==> src/rtl/pps_pkg.sv <==
package pps_pkg;
  typedef enum logic {CH_A = 1'b0, CH_B = 1'b1} chan_e;

  localparam int unsigned IDX_INV    = 0;
  localparam int unsigned IDX_NONINV = 1;
  localparam int unsigned IDX_MODE   = 2;
  localparam int unsigned IDX_STOP   = 3;
  localparam int unsigned IDX_INH_A  = 4;
  localparam int unsigned IDX_INH_B  = 5;
  localparam int unsigned IDX_OT     = 6;
  localparam int unsigned N_FLAGS    = 7;
endpackage

==> src/rtl/pps_sync.sv <==
module pps_sync #(
  parameter int unsigned WIDTH  = 1,
  parameter int unsigned STAGES = 2
) (
  input  logic             clk_i,
  input  logic             rst_ni,
  input  logic [WIDTH-1:0] d_i,
  output logic [WIDTH-1:0] q_o
);
  logic [STAGES-1:0][WIDTH-1:0] stage_q;

  generate
    if (STAGES < 2) begin : g_bad
      initial $error("pps_sync needs at least two stages");
    end
  endgenerate

  always_ff @(posedge clk_i or negedge rst_ni) begin
    if (!rst_ni) stage_q <= '0;
    else         stage_q <= {stage_q[STAGES-2:0], d_i};
  end

  assign q_o = stage_q[STAGES-1];
endmodule

==> src/rtl/pps_offtime.sv <==
module pps_offtime #(
  parameter int unsigned OFF_CYCLES = 25
) (
  input  logic clk_i,
  input  logic rst_ni,
  input  logic req_i,
  output logic off_ok_o,
  output logic rise_o
);
  localparam int unsigned CNT_W = $clog2(OFF_CYCLES + 1);
  localparam logic [CNT_W-1:0] CNT_MAX = CNT_W'(OFF_CYCLES);

  logic [CNT_W-1:0] cnt_q;
  logic             req_q;

  // counter starts saturated so the first pulse after reset qualifies
  always_ff @(posedge clk_i or negedge rst_ni) begin
    if (!rst_ni) begin
      cnt_q <= CNT_MAX;
      req_q <= 1'b0;
    end else begin
      req_q <= req_i;
      if (req_i)                cnt_q <= '0;
      else if (cnt_q != CNT_MAX) cnt_q <= cnt_q + 1'b1;
    end
  end

  assign off_ok_o = (cnt_q == CNT_MAX);
  assign rise_o   = req_i & ~req_q;

  p_cnt_bound_r5: assert property (@(posedge clk_i) disable iff (!rst_ni)
    cnt_q <= CNT_MAX);
  p_req_clears_r5: assert property (@(posedge clk_i) disable iff (!rst_ni)
    req_i |=> !off_ok_o);
endmodule

==> src/rtl/pps_steer.sv <==
module pps_steer
  import pps_pkg::*;
(
  input  logic  clk_i,
  input  logic  rst_ni,
  input  logic  req_i,
  input  logic  rise_i,
  input  logic  off_ok_i,
  input  logic  alt_i,
  input  logic  stop_i,
  input  logic  inh_a_i,
  input  logic  inh_b_i,
  input  logic  ot_i,
  output logic  drv_a_o,
  output logic  drv_b_o,
  output logic  stop_lat_o,
  output chan_e sel_o
);
  logic  armed_q, stop_q;
  chan_e sel_q;
  logic  qualify, pulse_end;
  logic [1:0] inh, drv;

  assign qualify   = rise_i & off_ok_i;
  assign pulse_end = armed_q & ~req_i;

  always_ff @(posedge clk_i or negedge rst_ni) begin
    if (!rst_ni) begin
      armed_q <= 1'b0;
      sel_q   <= CH_A;
      stop_q  <= 1'b0;
    end else begin
      if (!req_i)       armed_q <= 1'b0;
      else if (qualify) armed_q <= 1'b1;
      // steering advances only when a qualified pulse finishes
      if (pulse_end && alt_i) sel_q <= (sel_q == CH_A) ? CH_B : CH_A;
      if (stop_i)        stop_q <= 1'b1;
      else if (off_ok_i) stop_q <= 1'b0;
    end
  end

  assign inh = {inh_b_i, inh_a_i};

  generate
    for (genvar ch = 0; ch < 2; ch++) begin : g_chan
      logic chan_sel;
      if (ch == 0) begin : g_a
        assign chan_sel = (sel_q == CH_A);
      end else begin : g_b
        assign chan_sel = (sel_q == CH_B);
      end
      assign drv[ch] = armed_q & ~stop_q & ~ot_i & ~inh[ch] & (~alt_i | chan_sel);
    end
  endgenerate

  assign drv_a_o    = drv[0];
  assign drv_b_o    = drv[1];
  assign stop_lat_o = stop_q;
  assign sel_o      = sel_q;

  p_unarmed_low_r2: assert property (@(posedge clk_i) disable iff (!rst_ni)
    !armed_q |-> (drv == 2'b00));
  p_alt_excl_r4: assert property (@(posedge clk_i) disable iff (!rst_ni)
    alt_i |-> !(drv_a_o && drv_b_o));
  p_sel_hold_r5: assert property (@(posedge clk_i) disable iff (!rst_ni)
    !$stable(sel_q) |-> ($past(armed_q) && !$past(req_i)));
  p_stop_hold_r6: assert property (@(posedge clk_i) disable iff (!rst_ni)
    (stop_q && !off_ok_i) |=> stop_q);
  p_ot_low_r7: assert property (@(posedge clk_i) disable iff (!rst_ni)
    ot_i |-> (drv == 2'b00));
  p_inh_a_r8: assert property (@(posedge clk_i) disable iff (!rst_ni)
    inh_a_i |-> !drv_a_o);
  p_inh_b_r8: assert property (@(posedge clk_i) disable iff (!rst_ni)
    inh_b_i |-> !drv_b_o);
endmodule

==> src/rtl/push_pull_steer.sv <==
module push_pull_steer
  import pps_pkg::*;
#(
  parameter int unsigned OFF_CYCLES  = 25,
  parameter int unsigned SYNC_STAGES = 2
) (
  input  logic clk_i,
  input  logic rst_ni,
  input  logic inv_i,
  input  logic noninv_i,
  input  logic alt_mode_i,
  input  logic stop_i,
  input  logic inhibit_a_i,
  input  logic inhibit_b_i,
  input  logic overtemp_i,
  output logic drive_a_o,
  output logic drive_b_o,
  output logic stop_latched_o,
  output logic sel_b_o
);
  logic [N_FLAGS-1:0] raw_in, flg_s;
  logic  req_s, off_ok, rise;
  chan_e sel;

  always_comb begin
    raw_in             = '0;
    raw_in[IDX_INV]    = inv_i;
    raw_in[IDX_NONINV] = noninv_i;
    raw_in[IDX_MODE]   = alt_mode_i;
    raw_in[IDX_STOP]   = stop_i;
    raw_in[IDX_INH_A]  = inhibit_a_i;
    raw_in[IDX_INH_B]  = inhibit_b_i;
    raw_in[IDX_OT]     = overtemp_i;
  end

  pps_sync #(.WIDTH(N_FLAGS), .STAGES(SYNC_STAGES)) i_sync (
    .clk_i, .rst_ni, .d_i(raw_in), .q_o(flg_s)
  );

  // request only for non-inverting high with inverting low
  assign req_s = flg_s[IDX_NONINV] & ~flg_s[IDX_INV];

  pps_offtime #(.OFF_CYCLES(OFF_CYCLES)) i_offtime (
    .clk_i, .rst_ni, .req_i(req_s), .off_ok_o(off_ok), .rise_o(rise)
  );

  pps_steer i_steer (
    .clk_i, .rst_ni,
    .req_i(req_s), .rise_i(rise), .off_ok_i(off_ok),
    .alt_i(flg_s[IDX_MODE]), .stop_i(flg_s[IDX_STOP]),
    .inh_a_i(flg_s[IDX_INH_A]), .inh_b_i(flg_s[IDX_INH_B]), .ot_i(flg_s[IDX_OT]),
    .drv_a_o(drive_a_o), .drv_b_o(drive_b_o),
    .stop_lat_o(stop_latched_o), .sel_o(sel)
  );

  assign sel_b_o = (sel == CH_B);

  p_rst_state_r1: assert property (@(posedge clk_i)
    !rst_ni |-> (!drive_a_o && !drive_b_o && !stop_latched_o && !sel_b_o));
endmodule

==> config.mk <==
export PLATFORM = sky130hd
export DESIGN_NAME = push_pull_steer
export DESIGN_NICKNAME = d
export VERILOG_FILES = /design/src/rtl/pps_pkg.sv /design/src/rtl/pps_sync.sv /design/src/rtl/pps_offtime.sv /design/src/rtl/pps_steer.sv /design/src/rtl/push_pull_steer.sv
export SDC_FILE = /design/constraint.sdc
export NUM_CORES = 1
export LEC_CHECK = 0
export CAP_MARGIN = 20
export CELL_PAD_IN_SITES_DETAIL_PLACEMENT = 1
export CELL_PAD_IN_SITES_GLOBAL_PLACEMENT = 2
export CORE_MARGIN = 5
export CORE_UTILIZATION = 25
export DETAILED_ROUTE_END_ITERATION = 7
export PLACE_DENSITY_LB_ADDON = 0.1
export SKIP_CTS_REPAIR_TIMING = 1
export SYNTH_ARGS = -nofsm -noshare
export SYNTH_HDL_FRONTEND = slang
export SYNTH_HIERARCHICAL = 1
export SYNTH_SLANG_ARGS = --single-unit
export TNS_END_PERCENT = 10
==> constraint.sdc <==
create_clock -name clk_i -period 2.2 [get_ports clk_i]
set_input_delay 0.22 -clock clk_i [delete_from_list [all_inputs] [get_ports clk_i]]
set_output_delay 0.22 -clock clk_i [all_outputs]
set_load 0.05 [all_outputs]
# [Word level (Yosys, flattened, before mapping)]
# Index checks and enable logic that the tools add are counted.
[word_totals] register_bits=23 input_bits=9 output_inout_bits=4 word_cells=42
[op_classes] addsub=1 eq_ne=3 muxes=7 bitwise=21 reduce_logical=3
[op_table] operator="$and 1x1->1" count=10
[op_table] operator="$mux 5" count=2
[op_table] operator="$not 1->1" count=9
[op_table] operator="$add 5x1->5 const B" count=1
[op_table] operator="$eq 5x5->1 const B" count=1
[op_table] operator="$mux 1" count=5
[op_table] operator="$ne 5x5->1 const B" count=1
[op_table] operator="$reduce_bool 2->1" count=2
[op_table] operator="$ne 2x1->1 const B" count=1
[op_table] operator="$or 1x1->1" count=2
[op_table] operator="$logic_and 1x1->1" count=1

# [Depth between registers and ports, before layout]
# Gate-level depths: netlist of the first run.
[depth] depth_word=6 ltp_mapped=6 depth_no_buf=5

# [Modules after synthesis]
# Netlist of the first run, hierarchy kept.
[by_module_without_submodules] module="pps_sync" instances=1 cells_each=21 area_each_um2=402.9 seq_area_each_um2=350.3
[by_module_without_submodules] module="pps_offtime" instances=1 cells_each=29 area_each_um2=330.3 seq_area_each_um2=153.9
[by_module_without_submodules] module="pps_steer" instances=1 cells_each=13 area_each_um2=146.4 seq_area_each_um2=75.1
[by_module_without_submodules] module="push_pull_steer" instances=1 cells_each=1 area_each_um2=13.8 seq_area_each_um2=0.0

# [Worst setup path before layout of the first run]
# No wires, ideal clock.
[synth_timing] kind="reg-to-output" start="register i_steer.stop_q, in the netlist i_steer/stop_lat_o" end="output drive_b_o" arrival_ns=2.097 t_required_ns=1.980 path_slack_ns=-0.117 path_stages_with_launch=3 n_path_buf=0 path_cell_list="dfrtp_1 or3b_1 nor3_1"
[synth_between] elab_chain_len=5
[synth_rtl] element="from (decl)" line="pps_steer.sv:19" source="logic armed_q, stop_q;"
[synth_rtl] element="from (signal assigned)" line="pps_steer.sv:31" source="stop_q <= 1'b0;"
[synth_rtl] element="from (signal assigned)" line="pps_steer.sv:37" source="if (stop_i) stop_q <= 1'b1;"
[synth_rtl] element="from (signal assigned)" line="pps_steer.sv:38" source="else if (off_ok_i) stop_q <= 1'b0;"
[synth_rtl] element="$not 1->1" line="pps_steer.sv:52" source="assign drv[ch] = armed_q & ~stop_q & ~ot_i & ~inh[ch] & (~alt_i | chan_sel);"
[synth_rtl] element="$and 1x1->1 (4 in a row)" line="pps_steer.sv:52"
[synth_rtl] element="to (decl)" line="push_pull_steer.sv:17" source="output logic drive_b_o,"
# Every way passes these cells.

# [Worst setup path in the final report of the first run]
[layout_timing] start="register i_steer.stop_q, in the netlist i_steer/stop_lat_o" end="output drive_a_o"
[layout_between] elab_chain_len=5
[layout_rtl] element="$not 1->1" line="pps_steer.sv:52"
[layout_rtl] element="$and 1x1->1 (4 in a row)" line="pps_steer.sv:52"
[layout_rtl] element="to (decl)" line="push_pull_steer.sv:16" source="output logic drive_a_o,"
# Every way passes these cells.

==> results of run 1 <==
==> per-stage QoR <==
stage                     setup WS [ns]  instances
final                             0.408        118
after global routing              0.325        118
after CTS                         0.367        118
after detailed placement          0.709        114
after global placement            0.742        114
after floorplan                   0.237         64
==> cells in the final DEF, fill, tap and decap left out <==
cell,synthesis,layout
nor3_1,2,1
clkdlybuf4s50_1,0,10
nand3_1,2,2
ha_1,2,2
nand3b_1,1,1
buf_4,7,3
mux2_4,2,2
a211oi_2,1,1
inv_1,2,2
clkbuf_1,1,1
a21o_1,1,1
xnor2_1,2,2
or3b_1,1,1
and4b_1,1,1
a21oi_1,1,1
nor3_2,0,1
nor2_1,4,4
dfstp_2,3,3
clkbuf_4,0,3
dfrtp_1,20,20
mux2_2,2,2
nor2b_1,7,7
nor2b_4,1,1
==> metal layers <==
| layer | vias up | wire, µm | track usage (%) |
|---|---|---|---|
| li1 | 217 | - | - |
| met1 | 225 | 623 | 7.35 |
| met2 | 9 | 610 | 10.3 |
| met3 | 2 | 77 | 3.33 |
| met4 | 0 | 17 | 2.55 |
| met5 | - | 0 | 0 |
==> report_power, final <==
part | internal [W] | total, W | switching, W
Combinational | 0.0000655 | 0.000106 | 0.0000400
Clock | 0.0000706 | 0.000188 | 0.000117
Sequential | 0.000469 | 0.000500 | 0.0000309
==> flip-flops by register name, summed over array words and instances (netlist names) <==
| signal | flops |
|---|---|
| i_offtime/req_q | 1 |
| i_steer/armed_q | 1 |
| i_sync/stage_q | 7 |
| i_offtime/cnt_q | 5 |
| i_steer/sel_o | 1 |
| i_steer/stop_lat_o | 1 |
| i_sync/q_o | 7 |
==> cell type report <==
| cell class | count | area (µm²) | share of cell area (%) |
|---|---|---|---|
| inverter | 2 | 7.51 | 0.724 |
| tap | 46 | 57.6 | 5.55 |
| clock buffer | 4 | 26.3 | 2.53 |
| timing repair buffer | 13 | 123 | 11.8 |
| sequential | 23 | 579 | 55.9 |
| multi-input combinational | 30 | 244 | 23.5 |
==> logic make-up after synthesis <==
kind of cell             after synthesis  share of synthesized area [%]
AO/OA/AOI/OAI                          3                           2.80
XOR/XNOR                               2                           1.96
adder cells (fa/ha/maj)                2                           2.80
buffers and inverters                 11                           8.40
flip-flops                            23                           64.8
multiplexers                           4                           5.88
AND/OR/NAND/NOR                       19                           13.3
==> how the worst min path moves through the flow <==
| stage | from | cells past startpoint | end | slack [ns] |
|---|---|---|---|---|
| 2_1_floorplan | rst_ni | 0 | i_offtime/cnt_q[1]$_DFFE_PN0P_ | -0.08 |
| 3_3_place_gp | i_sync/stage_q[2]$_DFF_PN0_ | 0 | i_sync/q_o[2]$_DFF_PN0_ | 0.33 |
| 3_5_place_dp | i_sync/stage_q[2]$_DFF_PN0_ | 0 | i_sync/q_o[2]$_DFF_PN0_ | 0.34 |
| 4_1_cts | rst_ni | 2 | i_sync/q_o[0]$_DFF_PN0_ | 0.26 |
| 5_1_grt | rst_ni | 2 | i_sync/q_o[1]$_DFF_PN0_ | 0.28 |
| 6_report | rst_ni | 2 | i_sync/stage_q[0]$_DFF_PN0_ | 0.26 |
==> impl_metrics.yaml, run 1 <==
run_status:
  status: "finished clean"
critical_path:
  ff2ff_path_depth: 3
  criticalPathCategory: "reg -> out"
  worstSetupEndpointType: "output port"
  startpoint_type: "flip-flop"
  critPathArrivalTime_ns: 1.57
  crit_slowest_cell: "dfrtp_1"
  reg2reg_slack_ns: 0.69
  crit_fanout: 3
  required_ns: 1.98
  worst-path-stages: 3
  cp-startpoint: "i_steer/stop_lat_o$_DFFE_PN0P_"
  cp.buffers_inverters: 1
  crit_family: "flip-flops"
  r2r_start: "i_offtime/cnt_q[0]$_DFFE_PN1P_"
  crit_chain: "or3b_1 -> a211oi_2 -> buf_4"
  critPathCapture: "drive_a_o"
  slowest_delay_ns: 0.42
  reg2reg_to: "i_offtime/cnt_q[1]$_DFFE_PN0P_"
timing:
  finalSetupTns_ns: 0
  min_period_over_period_pct: 81.4
  fin_skew_ns: 0.00470
  tightest_slew_ns: 0.491
  fmax_ghz: 0.558
  final_hold_viol_count: 0
  holdWs_ns: 0.259
  maxSlewHeadroom_pct: 67.2
  setup_viol: 0
  rsz0062_at_grt: "false"
  report.final.slew_viol_count: 0
  period_needed_ns: 1.79
logic_synthesis:
  synth_most_common_cell: "dfrtp_1"
  yosysTopAreaCell: "dfrtp_1"
  ys_ff_latch: 23
  syn_area_um2: 893
  ys_seq_area_share_pct: 64.8
  ys_top_cells_by_count: "20 x dfrtp_1, 7 x buf_4, 7 x nor2b_1"
  synth_nets: 75
  synth_top_cell_area_share_pct: 56.0
  yosysWarnings: 6
  avgSynthCellArea_um2: 14.0
  syn_inst: 64
  yosys-top-cells-area: "dfrtp_1 56%, dfstp_2 8.8%, buf_4 5.9%, nor2b_1 4.9%, mux2_4 3.4%"
  ys.flop_type: "dfrtp_1"
  async_flop_share_pct: 100
  synth_cell_type_count: 21
  synth_edf_count: 0
finish:
  fin_util_pct: 30.6
  nNetsFinal: 84
  final_area_um2: 1040
  drive_above_1_share_pct: 22.2
  fillCellCount: 362
  synthToLayoutAreaGrowth_pct: 16.1
  antenna_cells: 0
clock_tree:
  htree_levels: 1
  clock-root-buffer: "clkbuf_4"
  cts_buffers: 3
  clkTransAtPathRegs_ns: 0.12
  cts_tree: "done"
  clkSinkCount: 23
  cts_buffer_depth: 2
  clk_latency_ns: 0.30
hold_path:
  hp-class: "in -> async"
drt:
  antenna_left: 0
  wire_per_inst_um: 11.3
  detail_route.first_pass.iterations: 2
  vias: 453
  vias_per_cell: 3.84
  wl_um: 1330
  drt_iter0_drc: 8
  drc: 0
floorplanning:
  die_w_um: 69.8
  die-area_um2: 4870
  core_area_um2: 3390
  floorplan.initialDensity_pct: 26.4
  die_h_um: 69.8
  ios: 13
  rows: 21
placed_design:
  place_hpwl_um: 925
  placed_cell_area_um2: 1010
  place_congestion: 0.607
  io_buffers: 12
global_route:
  gr-usage-all-layers_pct: 6.48
  grt_first_pass_wirelength_um: 2470
  first_global_vias: 530
  grt_overflow: 0
  grt_max_degree: 24
  grt_antenna_before_repair: 0
pwr:
  p_per_area_nw_per_um2: 765
  ir_worst_vdd_v: 0.000352
  p_leak_nw: 0.434
  power.total_w: 0.000793
flow_run:
  cap_violations: 0
Note: power is estimated with default switching activity, not from simulation.
==> run 2: changes to the inputs <==
Clock period 2.2 ns to 1.56 ns, I/O delays scaled along.
==> impl_metrics.yaml, run 2 (synthesis gave the netlist of run 1 again) <==
drt:
  drt_iter0_drc: 12
  detail_route.first_pass.iterations: 2
  drc: 0
  antenna_left: 0
  vias: 464
  wire_per_inst_um: 11.0
  wl_um: 1300
  vias_per_cell: 3.93
pwr:
  switching_share_pct: 24.5
  switchingPower_w: 0.000275
  p_int_w: 0.000850
  share_seq_of_total_power_pct: 62.9
  p_per_area_nw_per_um2: 1050
  ir_worst_vdd_v: 0.000409
  combPwrFrac_pct: 13.4
  clockPowerShare_pct: 23.7
  p_leak_nw: 0.452
  power.total_w: 0.00113
finish:
  synthToLayoutAreaGrowth_pct: 20.4
  final_cells: 118
  nNetsFinal: 84
  final_area_um2: 1080
  antenna_cells: 0
  final_cell_mix: "19 x dfrtp_1, 8 x clkdlybuf4s50_1, 7 x nor2b_1, 4 x nor2_1"
  final_common_cell: "dfrtp_1"
  drive_above_1_share_pct: 29.2
  fillCellCount: 360
critical_path:
  crit_fanout: 3
  criticalPathCategory: "reg -> out"
  ff2ff_path_depth: 3
  reg2reg_slack_ns: 0.08
  required_ns: 1.40
  critPathArrivalTime_ns: 1.52
  reg2reg_to: "i_offtime/cnt_q[1]$_DFFE_PN0P_"
  worstSetupEndpointType: "output port"
  r2r_start: "i_offtime/cnt_q[0]$_DFFE_PN1P_"
  startpoint_type: "flip-flop"
timing:
  fin_skew_ns: 0.00249
  period_needed_ns: 1.68
  holdWs_ns: 0.191
  report.final.slew_viol_count: 0
  setup_slack_ns: -0.118
  fmax_ghz: 0.596
  finalSetupTns_ns: -0.230
  setup_viol: 2
  maxSlewHeadroom_pct: 80.5
  rsz0062_at_grt: "true"
  min_period_over_period_pct: 108
  tightest_slew_ns: 0.292
  final_hold_viol_count: 0
clock_tree:
  clock-root-buffer: "clkbuf_4"
  clk_latency_ns: 0.30
  cts_buffer_depth: 2
  cts_buffers: 3
  clkSinkCount: 23
  htree_levels: 1
  cts_tree: "done"
  clkTransAtPathRegs_ns: 0.12
floorplanning:
  ios: 13
  floorplan.initialDensity_pct: 26.4
  core_area_um2: 3390
  die-area_um2: 4870
  die_h_um: 69.8
  rows: 21
  die_w_um: 69.8
placed_design:
  placed_cell_area_um2: 1050
  place_hpwl_um: 941
  io_buffers: 12
  place_congestion: 0.709
  dpl.cell_count: 114
global_route:
  gr-usage-all-layers_pct: 6.27
  grt_first_pass_wirelength_um: 2390
  grt_antenna_before_repair: 0
  grt_max_degree: 24
  grt_overflow: 0
  first_global_vias: 507
hold_path:
  hp-class: "in -> async"
run_status:
  violations: "negative setup slack"
  status: "finished, violations left"
flow_run:
  cap_violations: 0
==> run 2: cell count changes in the layout (fill, tap and decap cells not counted) <==
cell,previous run,this run
clkinv_2,0,1
a211oi_4,0,1
dfrtp_1,20,19
nor3_4,0,1
dfrtp_2,0,1
a211oi_2,1,0
or3b_1,1,0
clkdlybuf4s50_1,10,8
buf_12,0,2
clkbuf_1,1,0
nor3_2,1,0
or3b_4,0,1
==> run 2: how the worst max path moves through the flow <==
stage | startpoint | end | slack (ns)
after floorplan | i_steer/stop_lat_o$_DFFE_PN0P_ | drive_a_o | -0.02
after global placement | i_offtime/cnt_q[0]$_DFFE_PN1P_ | i_offtime/cnt_q[1]$_DFFE_PN0P_ | 0.12
after detailed placement | i_offtime/cnt_q[0]$_DFFE_PN1P_ | i_offtime/cnt_q[1]$_DFFE_PN0P_ | 0.08
after CTS | i_steer/stop_lat_o$_DFFE_PN0P_ | drive_a_o | -0.15
after global routing | i_steer/stop_lat_o$_DFFE_PN0P_ | drive_b_o | -0.19
final | i_steer/stop_lat_o$_DFFE_PN0P_ | drive_a_o | -0.12
==> run 2: power by group through the flow <==
stage / sequential, W / clock [W] / combinational, W
4_1_cts: 0.000708 / 0.000291 / 0.000157
3_5_place_dp: 0.000720 / 0 / 0.000155
3_3_place_gp: 0.000719 / 0 / 0.000154
5_1_grt: 0.000717 / 0.000322 / 0.000173
6_report: 0.000708 / 0.000267 / 0.000151
2_1_floorplan: 0.000704 / 0 / 0.000120
==> run 2: stage by stage <==
step	utilization [%]	setup WS, ns
2_1_floorplan	-	-0.0186
3_3_place_gp	30.9	0.121
3_5_place_dp	30.9	0.0842
4_1_cts	31.7	-0.145
5_1_grt	31.7	-0.191
6_report	31.7	-0.118
==> run 2: routing by layer <==
metal	track usage, %	share of wire (%)	vias up
met2	9.55	46	8
met5	0	0	-
met1	7.62	47	240
met4	1.91	1.5	0
li1	-	-	214
met3	3.33	5.8	2
==> run 2: cell type report <==
class                      instances  area [µm²]  share of cell area (%)
clock inverter                     1        5.00                   0.465
clock buffer                       3        22.5                    2.09
sequential                        23         581                    54.0
timing repair buffer              13         143                    13.3
tap                               46        57.6                    5.35
inverter                           2        7.51                   0.698
multi-input combinational         30         260                    24.2
==> run 2: worst max-delay path, stage by stage (launching register included) <==
cell      delay (ns)
dfrtp_2         0.43
or3b_4          0.41
a211oi_4        0.20
buf_12          0.17
